File: src/rtl/tdm_adc_rx.sv
module tdm_adc_rx #(
  parameter int SLOTS       = 4,
  parameter int SLOT_W      = 32,
  parameter int SYNC_STAGES = 2
) (
  input  logic                    clk,
  input  logic                    rst_n,
  input  logic                    bclk,
  input  logic                    frame_strobe,
  input  logic                    sdata,
  input  logic                    out_ready,
  output logic                    out_valid,
  output logic [SLOTS*SLOT_W-1:0] out_words,
  output logic                    overrun
);
  localparam int TOTAL = SLOTS * SLOT_W;
  localparam int CW    = $clog2(TOTAL + 1);

  logic [SYNC_STAGES-1:0] bclk_sr, strb_sr, data_sr;
  logic                   bclk_d;
  logic                   active;
  logic [CW-1:0]          cnt;
  logic [TOTAL-1:0]       shreg;
  logic [TOTAL-1:0]       next_frame, next_words;

  always_ff @(posedge clk) begin
    if (!rst_n) begin
      bclk_sr <= '0;
      strb_sr <= '0;
      data_sr <= '0;
      bclk_d  <= 1'b0;
    end else begin
      bclk_sr <= {bclk_sr[SYNC_STAGES-2:0], bclk};
      strb_sr <= {strb_sr[SYNC_STAGES-2:0], frame_strobe};
      data_sr <= {data_sr[SYNC_STAGES-2:0], sdata};
      bclk_d  <= bclk_sr[SYNC_STAGES-1];
    end
  end

  wire bclk_q     = bclk_sr[SYNC_STAGES-1];
  wire strb_q     = strb_sr[SYNC_STAGES-1];
  wire data_q     = data_sr[SYNC_STAGES-1];
  wire rise       = bclk_q & ~bclk_d;
  wire start      = rise & strb_q;
  wire take       = rise & (start | active);
  wire frame_done = take & ~start & (cnt == CW'(TOTAL - 1));

  assign next_frame = {shreg[TOTAL-2:0], data_q};

  for (genvar k = 0; k < SLOTS; k++) begin : g_map
    assign next_words[k*SLOT_W +: SLOT_W] = next_frame[(SLOTS-1-k)*SLOT_W +: SLOT_W];
  end

  always_ff @(posedge clk) begin
    if (!rst_n) begin
      active <= 1'b0;
      cnt    <= '0;
      shreg  <= '0;
    end else begin
      if (take) shreg <= next_frame;
      if (start) begin
        active <= 1'b1;
        cnt    <= CW'(1);
      end else if (frame_done) begin
        active <= 1'b0;
        cnt    <= '0;
      end else if (take) begin
        cnt <= cnt + CW'(1);
      end
    end
  end

  always_ff @(posedge clk) begin
    if (!rst_n) begin
      out_valid <= 1'b0;
      out_words <= '0;
      overrun   <= 1'b0;
    end else if (frame_done) begin
      out_valid <= 1'b1;
      out_words <= next_words;
      overrun   <= out_valid & ~out_ready;
    end else if (out_valid && out_ready) begin
      out_valid <= 1'b0;
      overrun   <= 1'b0;
    end
  end
endmodule


File: config.mk
export PLATFORM = sky130hd
export DESIGN_NAME = tdm_adc_rx
export DESIGN_NICKNAME = d
export VERILOG_FILES = /design/src/rtl/tdm_adc_rx.sv
export SDC_FILE = /design/constraint.sdc
export NUM_CORES = 1
export LEC_CHECK = 0
export BUFFER_PORTS_ARGS = -buffer_cell sky130_fd_sc_hd__buf_2
export CORE_MARGIN = 3
export CORE_UTILIZATION = 61
export DETAILED_ROUTE_END_ITERATION = 7
export GPL_ROUTABILITY_DRIVEN = 0
export PLACE_DENSITY_LB_ADDON = 0.1
export SLEW_MARGIN = 15
export SYNTH_ARGS = -nofsm -noshare
export SYNTH_HDL_FRONTEND = slang
export SYNTH_SLANG_ARGS = --single-unit
File: constraint.sdc
create_clock -name clk -period 3 [get_ports clk]
set_input_delay 0.45 -clock clk [delete_from_list [all_inputs] [get_ports clk]]
set_output_delay 0.45 -clock clk [all_outputs]
set_load 0.02 [all_outputs]
# Word level (Yosys, flattened, before mapping)
# Cells that the tools add are included.
[totals]
inputBits = 6
romBits = 0
output_inout_bits = 130
latch_bits = 0
ram_bits = 0
n_memories = 0
reg_bits = 273
word_cells = 37
[op_classes]
n_eq_ne = 1
n_addsub = 1
n_reduce_logical = 5
multipliers = 0
mux = 8
order_cmp = 0
div = 0
shifts = 0
bitwise_logic = 11
[op_table]
columns = ["cell", "count"]
rows = [
  ["$add A8 B1 Y8 const B", 1],
  ["$eq A8 B7 Y1 const B", 1],
  ["$mux W1", 8],
  ["$and A1 B1 Y1", 6],
  ["$not A1 Y1", 4],
  ["$reduce_bool A2 Y1", 2],
  ["$reduce_bool A3 Y1", 1],
  ["$reduce_or A3 Y1", 1],
  ["$logic_and A1 B1 Y1", 1],
  ["$or A1 B1 Y1", 1],
]

# Depth between registers and ports, before layout
# Gate-level depths: netlist (run 1).
[logic_depth]
word_depth = 9
ltp_mapped = 8
ltp_nobuf = 5

# Worst setup path before layout (run 1)
# No wires, ideal clock.
[synth_timing]
kind = "flip-flop to flip-flop"
start = "reg cnt[0]"
end = "reg out_words[77]"
period_less_slack_ps = 1673
stages_incl_launch_ff = 9
setup_ps = 114
path_buffers = 3
required_time_ps = 2886
slack_ps = 1327
arrival_time_ps = 1559
path_cell_list = "dfxtp_1 -> ha_1 -> nand3b_1 -> or3_1 -> clkbuf_1 -> buf_6 -> buf_4 -> nand3_1 -> nand2_1"
[synth_via]
elab_chain_len = 2
[synth_rtl]
columns = ["element", "line", "source"]
rows = [
  ["from (decl)", "22", "logic [CW-1:0] cnt;"],
  ["from (signal assigned)", "68", "cnt <= cnt + CW'(1);"],
  ["$eq A8 B7 Y1", "46", "wire frame_done = take & ~start & (cnt == CW'(TOTAL - 1));"],
  ["$and A1 B1 Y1", "46", ""],
  ["to (signal assigned)", "80", "out_words <= next_words;"],
  ["to (decl)", "13", "output logic [SLOTS*SLOT_W-1:0] out_words,"],
]
# No other way between the ends.
# A chain may end at the register's enable or synchronous reset.

# Final worst setup path (run 1)
[layout_timing]
start = "reg cnt[0]"
end = "reg out_words[121]"
# Same word-level chain as after synthesis.

==> flow_summary.yaml, run 1 <==
outcome:
  outcome: "finished clean"
power:
  switching_power_uw: 1400
  clockPowerShare_pct: 46.1
  peakVddDrop_uv: 381
  p_sw_share_pct: 20.0
  total_power_uw: 6990
  p_seq_share_pct: 52.0
  power_density_nw_per_um2: 606
  p_leak_uw: 0.00496
  p_int_uw: 5590
  p_comb_share_pct: 1.9
timing:
  final-hold-violation-count: 0
  holdWs_ps: 135
  fin_crit_ps: 2150
  fmax_mhz: 466
  worst_slew_pin_slew_ps: 850
  slew_headroom_pct: 43.3
  final_max_slew_viol_count: 0
  tns_ps: 0
  finalSetupViolations: 0
  skew_ps: 8.90
  rsz0062_at_grt: "false"
  fin_crit_sh_pct: 71.6
detailed_routing:
  drc: 0
  ant_nets: 0
  vias: 8119
  drt_iter0_markers: 586
  drt_first_pass_iters: 6
  routedWlPerCell_um: 13.5
  drt-total-wl_um: 20500
  via_per_inst: 5.36
clock_network:
  numCtsBuffers: 27
  clk_pin_slew_ps: 60
  cts-root-buf: "clkbuf_16"
  clock_path_buffers: 3
  ctsHtreeMaxLevel: 1
  cts_setup_buffers: 0
  hold_buffers: 0
  clock_latency_ps: 510
  cts_resized: 0
  cts.sinks: 273
  tritoncts: "built"
finish:
  drive_above_1_share_pct: 15.0
  nFillCells: 1296
  antenna_cells: 0
  area_growth_pct: 15.2
  finalNonFillerCells: 1515
  nets: 1287
worst_setup_path:
  max_stage_delay_ps: 700
  crit_required_ps: 3400
  cp-end-kind: "register"
  cpMaxStageDelayCell: "or3_4"
  r2r_cells: 6
  crit_arrival_ps: 2550
  crit_end: "out_words[121]"
  crit_family: "simple AND/OR/NAND/NOR gates"
  start_kind: "register"
  path_buf_inv: 1
  crit_type: "reg2reg"
  r2r-end: "out_words[121]"
  cp_cell_sequence: "ha_1 -> nand3b_1 -> or3_4 -> buf_4 -> nand3_1 -> nand2_1"
  cp.depth: 6
  timing.rr.start: "cnt[0]"
  worstPathMaxFanout: 72
  crit_path_start: "cnt[0]"
  rrSetupSlack_ps: 850
floorplan:
  start_util_pct: 62.8
  dieArea_um2: 18000
  die_h_um: 134
  rows: 46
  ios: 136
  fp.dieW_um: 134
  fp.coreArea_um2: 15900
yosys:
  ys_ff_latch: 273
  synth_cell_types: 30
  ys_seq_area_share_pct: 54.6
  syn_nets: 1209
  synthArstFlopShare_pct: 0
  syn_area_um2: 10000
  syn_avg_cell_area_um2: 8.32
  synthFlopType: "dfxtp_1"
  yosysWarnings: 0
  netlist_instances: 1202
  synth_edf_count: 0
global_route:
  top_usage_layer: "met2"
  grt_pass1_vias: 7527
  grt_overflow: 0
  grt_use_total_pct: 22.3
  use_met2_pct: 38.6
  grt_max_degree: 123
  met1_usage_pct: 29.3
  grt_pass1_wl_um: 34600
  grt.met3_usage_pct: 3.38
  antenna_found_initial: 0
placement:
  dp_hpwl_um: 12100
  port-buffer-count: 135
  place_inst: 1467
flow_run:
  maxCapViolCount: 0
min_path:
  hold_class: "in2reg"
synth_stat cells (all sizes together) (2+ instances only):
library cell	number	share of area, %
nand2	388	15
dfxtp	273	55
nand3	261	13
a21boi	128	9.6
clkbuf	57	2.1
buf	45	2.8
and2	8	0.50
nor2	7	0.26
a21oi	5	0.25
nor3	4	0.20
nand4	3	0.19
xor2	3	0.26
mux2i	2	0.20
nand2b	2	0.13
nand3b	2	0.15
o21ai	2	0.10
or2	2	0.13
area by class of cell:
type                       instances  area, µm²  area share, %
clock inverter                     4       47.5          0.412
tap                              216        270           2.34
sequential                       273       5470           47.4
clock buffer                      44        810           7.02
timing repair buffer             151        868           7.53
multi-input combinational        827       4070           35.3
cell usage in the layout, fill, tap and decap left out, types with 5 or more instances in the layout:
| cell type | Yosys | routed |
|---|---|---|
| and2_1 | 8 | 8 |
| a21boi_0 | 128 | 128 |
| clkbuf_1 | 57 | 10 |
| buf_4 | 1 | 11 |
| nor2_1 | 7 | 6 |
| clkbuf_16 | 0 | 27 |
| nand2_1 | 388 | 387 |
| dfxtp_1 | 273 | 273 |
| buf_2 | 28 | 134 |
| buf_12 | 0 | 5 |
| nand3_1 | 261 | 261 |
| clkbuf_8 | 0 | 7 |
| a21oi_1 | 5 | 5 |
power groups by stage:
stage / clock (µW) / sequential [µW] / combinational (µW)
floorplan: 0 / 3710 / 104
global placement: 0 / 3710 / 132
detailed placement: 0 / 3710 / 132
CTS: 3280 / 3630 / 132
global route: 3450 / 3630 / 145
finish: 3220 / 3630 / 132
worst register-to-register path, delay by kind of cell (launching register included):
| kind | cells | cell delay (ps) |
|---|---|---|
| AND/OR/NAND/NOR | 4 | 1030 |
| flip-flops | 1 | 400 |
| buffers and inverters | 1 | 380 |
| adder cells (fa/ha/maj) | 1 | 240 |
logic make-up after synthesis:
family	after synthesis	synth area share (%)
compound gates	136	10.0
xor+xnor	4	0.350
fa+ha+maj	1	0.125
buf+inv	102	4.96
flops	273	54.6
mux	2	0.200
simple gates	684	29.7
state kept, by name (all words and copies together) (netlist names):
register,cells
strb_sr,2
out_valid,1
shreg,127
bclk_d,1
bclk_sr,2
cnt,8
data_sr,2
overrun,1
out_words,128
active,1
how the worst min path moves through the flow:
stage                          start    endpoint  depth (start not counted)
final                      out_ready     overrun                          2
after global routing       out_ready     overrun                          2
after CTS                  out_ready     overrun                          2
after detailed placement  data_sr[0]  data_sr[1]                          1
after global placement    strb_sr[0]  strb_sr[1]                          1
after floorplan           bclk_sr[0]  bclk_sr[1]                          1
layer usage:
metal | vias to the layer above | share of wire, %
met2 | 162 | 47
met4 | 0 | 1.6
met1 | 3792 | 46
met3 | 29 | 4.7
li1 | 4136 | -
met5 | - | 0
through the flow:
step                instance area [µm²]  util, %  setup WS (ps)
CTS                               11500     72.3            877
detailed placement                10700     66.9            903
global placement                  10700     66.9            958
finish                            11500     72.3            852
global route                      11500     72.3            681
floorplan                         10000        -           1330
No activity file was read; power rests on OpenSTA's default activity.
==> inputs of run 2 (changes only) <==
CORE_UTILIZATION = 57   (was 61)
clock period = 2.03 ns   (was 3 ns; I/O delays follow)
==> run 2 against run 1 <==
Effect of this change:
- count of clock-buffer cells in the layout shrank 2
- wire length rose by 0.45%
- largest power group unchanged
- global-route usage fell by 1.0 points
==> flow_summary.yaml, run 2 (synthesis gave the netlist of run 1 again) <==
timing:
  fin_crit_ps: 1950
  rsz0062_at_grt: "false"
  fin_crit_sh_pct: 96.3
  worst_slew_pin_slew_ps: 646
  worst_slack_ps: 75.4
  finalSetupViolations: 0
  slew_headroom_pct: 57.0
  fmax_mhz: 512
  skew_ps: 6.36
  tns_ps: 0
  final-hold-violation-count: 0
  final_max_slew_viol_count: 0
  holdWs_ps: 194
clock_network:
  tritoncts: "built"
  clk_pin_slew_ps: 60
  clock_latency_ps: 520
  ctsHtreeMaxLevel: 1
  cts.sinks: 273
  cts-root-buf: "clkbuf_16"
  cts_setup_buffers: 0
  cts_resized: 0
  hold_buffers: 4
  numCtsBuffers: 28
  clock_path_buffers: 3
placement:
  port-buffer-count: 135
  dpl-instance-area_um2: 10800
  dp_hpwl_um: 12200
  post-place-ws_ps: 217
power:
  clockPowerShare_pct: 47.6
  p_comb_share_pct: 2.0
  switching_power_uw: 2160
  p_int_uw: 8490
  power_density_nw_per_um2: 904
  p_leak_uw: 0.00510
  p_sw_share_pct: 20.3
  p_seq_share_pct: 50.4
  peakVddDrop_uv: 704
worst_setup_path:
  crit_type: "reg2reg"
  max_stage_delay_ps: 410
  cp_cell_sequence: "ha_1 -> nand3b_1 -> or3_4 -> buf_12 -> nand3_1 -> nand2_1"
  path_buf_inv: 1
  r2r-end: "out_words[104]"
  timing.rr.start: "cnt[0]"
  r2r_cells: 6
  crit_family: "simple AND/OR/NAND/NOR gates"
  crit_arrival_ps: 2370
  crit_required_ps: 2440
  start_kind: "register"
  worstPathMaxFanout: 130
  cp-end-kind: "register"
  rrSetupSlack_ps: 80
  cpMaxStageDelayCell: "dfxtp_1"
floorplan:
  dieArea_um2: 19200
  ios: 136
  start_util_pct: 59.3
  die_h_um: 138
  rows: 47
  fp.dieW_um: 138
  fp.coreArea_um2: 16900
detailed_routing:
  drc: 0
  ant_nets: 0
  vias: 8093
  routedWlPerCell_um: 13.4
  via_per_inst: 5.27
  drt-total-wl_um: 20600
  drt_first_pass_iters: 4
  drt_iter0_markers: 445
min_path:
  hold_class: "in2reg"
  hold_start: "rst_n"
  min_to: "out_words[117]"
  min_path_cells: 3
global_route:
  grt_max_degree: 131
  grt_overflow: 0
  antenna_found_initial: 0
  grt_use_total_pct: 21.2
  grt_pass1_wl_um: 36100
  grt_pass1_vias: 7699
finish:
  largest_register_ffs: 128
  largestRegisters: "out_words: 128 flops, shreg: 127 flops, cnt: 8 flops"
  regMostFlops: "out_words"
  nets: 1301
  final_cell_area_um2: 11800
  antenna_cells: 0
  final_common_cell: "nand2_1"
  nFillCells: 1439
  final_cell_mix: "nand2_1, dfxtp_1, nand3_1, buf_2, a21boi_0"
  fin_util_pct: 69.8
  drive_above_1_share_pct: 16.2
  area_growth_pct: 17.8
flow_run:
  maxCapViolCount: 0
outcome:
  outcome: "finished clean"
==> run 2: changes by cell type in the layout (fill, tap and decap cells not counted) <==
cell	delta
clkbuf_1	-6
buf_12	+5
clkinv_2	+5
buf_4	+4
dlygate4sd3_1	+4
clkbuf_16	+2
clkbuf_8	+2
==> run 2: routing by layer <==
metal  vias to the layer above  wire (µm)  GRT usage [%]
li1                       4171          -              -
met3                        34        941           3.49
met5                         -          0              0
met2                       136       9670           36.5
met4                         0        373           5.46
met1                      3752       9620           28.0
==> run 2: power by group through the flow <==
stage          Sequential, µW  Combinational (µW)  Clock (µW)
2_1_floorplan            5480                 153           0
3_3_place_gp             5490                 211           0
3_5_place_dp             5490                 210           0
4_1_cts                  5370                 216        5170
5_1_grt                  5360                 235        5400
6_report                 5370                 214        5070
==> run 2: how the worst max path moves through the flow <==
stage / start / to / slack [ps] / cells past startpoint
after global routing: cnt[0] / out_words[125] / 20 / 6
after global placement: cnt[0] / out_words[125] / 280 / 6
after floorplan: cnt[0] / out_words[77] / 360 / 8
final: cnt[0] / out_words[104] / 80 / 6
after CTS: cnt[0] / out_words[90] / 210 / 6
after detailed placement: cnt[0] / out_words[28] / 220 / 6
==> run 2: per-stage QoR <==
| stage | instances | total power [µW] |
|---|---|---|
| final | 1535 | 10700 |
| after global routing | 1535 | 11000 |
| after CTS | 1535 | 10800 |
| after detailed placement | 1480 | 5700 |
| after global placement | 1480 | 5700 |
| after floorplan | 1202 | 5640 |
==> run 2: final cells by class <==
class                           instances  area (µm²)  area share (%)
Timing Repair Buffer                  164        1040            8.81
Tap cell                              220         275            2.34
Sequential cell                       273        5470            46.4
Multi-Input combinational cell        827        4070            34.5
Clock inverter                          9        72.6           0.616
Clock buffer                           42         865            7.34
==> run 2: tightest hold or removal path, cell delays in order <==
cell	delay (ps)
buf_8	200
nand3_1	120
nand2_1	40
==> inputs of run 3 (changes only) <==
CORE_UTILIZATION = 61   (was 57)
clock period = 2.53 ns   (was 2.03 ns; I/O delays follow)
==> run 3 against run 2 <==
Effect of this change:
- hold slack lost 140 ps
- sequential cell count stayed put
- sequential share of layout area is 0.86 points higher
- global-route usage is 0.65 points higher
- sequential power is 20% lower
- die area down 6.3%
- count of clock-buffer cells in the layout down 1
- clock skew up 2.2 ps
- fmax fell by 3.9%
- critical path depth did not move
- core utilization increased by 2.8 points
==> flow_summary.yaml, run 3 (synthesis gave the netlist of run 1 again) <==
outcome:
  outcome: "finished clean"
detailed_routing:
  wl_met2_um: 9510
  met1_length_um: 9470
  top_layer: "met4"
  routedWlPerCell_um: 13.3
  drt_first_pass_iters: 5
  drt-total-wl_um: 20100
  drc: 0
  drt_iter0_markers: 463
  vias: 8052
  met3_length_um: 950
  via_per_inst: 5.31
  ant_nets: 0
worst_setup_path:
  worstPathMaxFanout: 56
  cp_cell_sequence: "ha_1 -> nand3b_1 -> or3_4 -> buf_12 -> nand3_1 -> nand2_1"
  r2r_cells: 6
  max_stage_delay_ps: 670
  cpMaxStageDelayCell: "or3_4"
  timing.rr.start: "cnt[0]"
  cp-end-kind: "register"
  crit_path_start: "cnt[0]"
  crit_type: "reg2reg"
  crit_arrival_ps: 2440
  crit_required_ps: 2930
  crit_end: "out_words[96]"
  start_kind: "register"
  r2r-end: "out_words[96]"
  rrSetupSlack_ps: 500
finish:
  largest_register_ffs: 128
  final_cell_area_um2: 11600
  antenna_cells: 0
  area_growth_pct: 15.6
  largestRegisters: "out_words: 128 flops, shreg: 127 flops, cnt: 8 flops"
  finalNonFillerCells: 1517
  final_cell_mix: "nand2_1, dfxtp_1, nand3_1, buf_2, a21boi_0"
  regMostFlops: "out_words"
  drive_above_1_share_pct: 15.1
  nets: 1290
  final_common_cell: "nand2_1"
floorplan:
  fp.coreArea_um2: 15900
  start_util_pct: 62.8
  die_h_um: 134
  fp.dieW_um: 134
  ios: 136
  rows: 46
  dieArea_um2: 18000
clock_network:
  tritoncts: "built"
  hold_buffers: 0
  ctsHtreeMaxLevel: 1
  clock_path_buffers: 3
  cts.sinks: 273
  cts_resized: 0
  cts-root-buf: "clkbuf_16"
  clk_pin_slew_ps: 60
  cts_setup_buffers: 0
  clock_latency_ps: 510
  numCtsBuffers: 27
timing:
  rsz0062_at_grt: "false"
  slew_headroom_pct: 55.3
  final-hold-violation-count: 0
  fin_crit_sh_pct: 80.4
  final_max_slew_viol_count: 0
  finalSetupViolations: 0
  worst_slew_pin_slew_ps: 671
  fmax_mhz: 492
  tns_ps: 0
  fin_crit_ps: 2030
  skew_ps: 8.53
power:
  p_leak_uw: 0.00498
  power_density_nw_per_um2: 707
  total_power_uw: 8180
  peakVddDrop_uv: 456
placement:
  dpl-instance-area_um2: 10700
  dp_hpwl_um: 12100
  place_inst: 1470
  port-buffer-count: 135
global_route:
  grt_max_degree: 104
  grt_use_total_pct: 21.9
  grt_pass1_vias: 7179
  grt_pass1_wl_um: 33800
  grt_overflow: 0
  antenna_found_initial: 0
min_path:
  hold_class: "in2reg"
flow_run:
  maxCapViolCount: 0
==> run 3: changes by cell type in the layout (fill, tap and decap cells not counted) <==
cell | previous run | this run
buf_4 | 15 | 10
clkbuf_1 | 4 | 10
clkbuf_8 | 9 | 4
clkinv_2 | 7 | 4
dlygate4sd3_1 | 4 | 0
buf_12 | 10 | 9
clkbuf_16 | 29 | 27
==> run 3: metrics by stage <==
step                utilization (%)  worst slack [ps]  hold WS, ps
finish                         72.6               497         58.4
CTS                            72.6               494         42.9
floorplan                         -               857          412
global placement               67.4               587          415
global route                   72.6               371         56.6
detailed placement             67.4               522          422
==> run 3: metal layers <==
layer / GRT usage, % / up-vias
met1: 30.0 / 3730
met2: 36.9 / 159
li1: - / 4148
met3: 3.30 / 15
met4: 4.86 / 0
met5: 0 / -
==> run 3: worst min path at each step <==
stage,start,to,slack (ps),cells after the start
CTS,out_ready,overrun,40,2
floorplan,bclk_sr[0],bclk_sr[1],410,1
detailed placement,bclk_sr[0],bclk_sr[1],420,1
global route,out_ready,overrun,60,2
global placement,strb_sr[0],strb_sr[1],410,1
finish,out_ready,overrun,60,2
==> run 3: cell type report <==
type                    count  area (µm²)
multi-input cells         827        4070
flip-flops and latches    273        5470
fillers                  1287        4370
clock inverters             6        57.6
well taps                 216         270
repair buffers            154         941
clock buffers              41         768
==> run 3: critical path, delay by kind of cell, from the launching register on <==
family	cells	cell delay [ps]
adder cells (fa/ha/maj)	1	240
buffers and inverters	1	280
flip-flops	1	410
AND/OR/NAND/NOR	4	980
==> run 3: report_power, final <==
part	internal, µW	switching, µW	leakage [µW]	total, µW
Clock	2180	1530	0.000403	3720
Combinational	50.6	108	0.00238	159
Sequential	4300	2.90	0.00220	4310
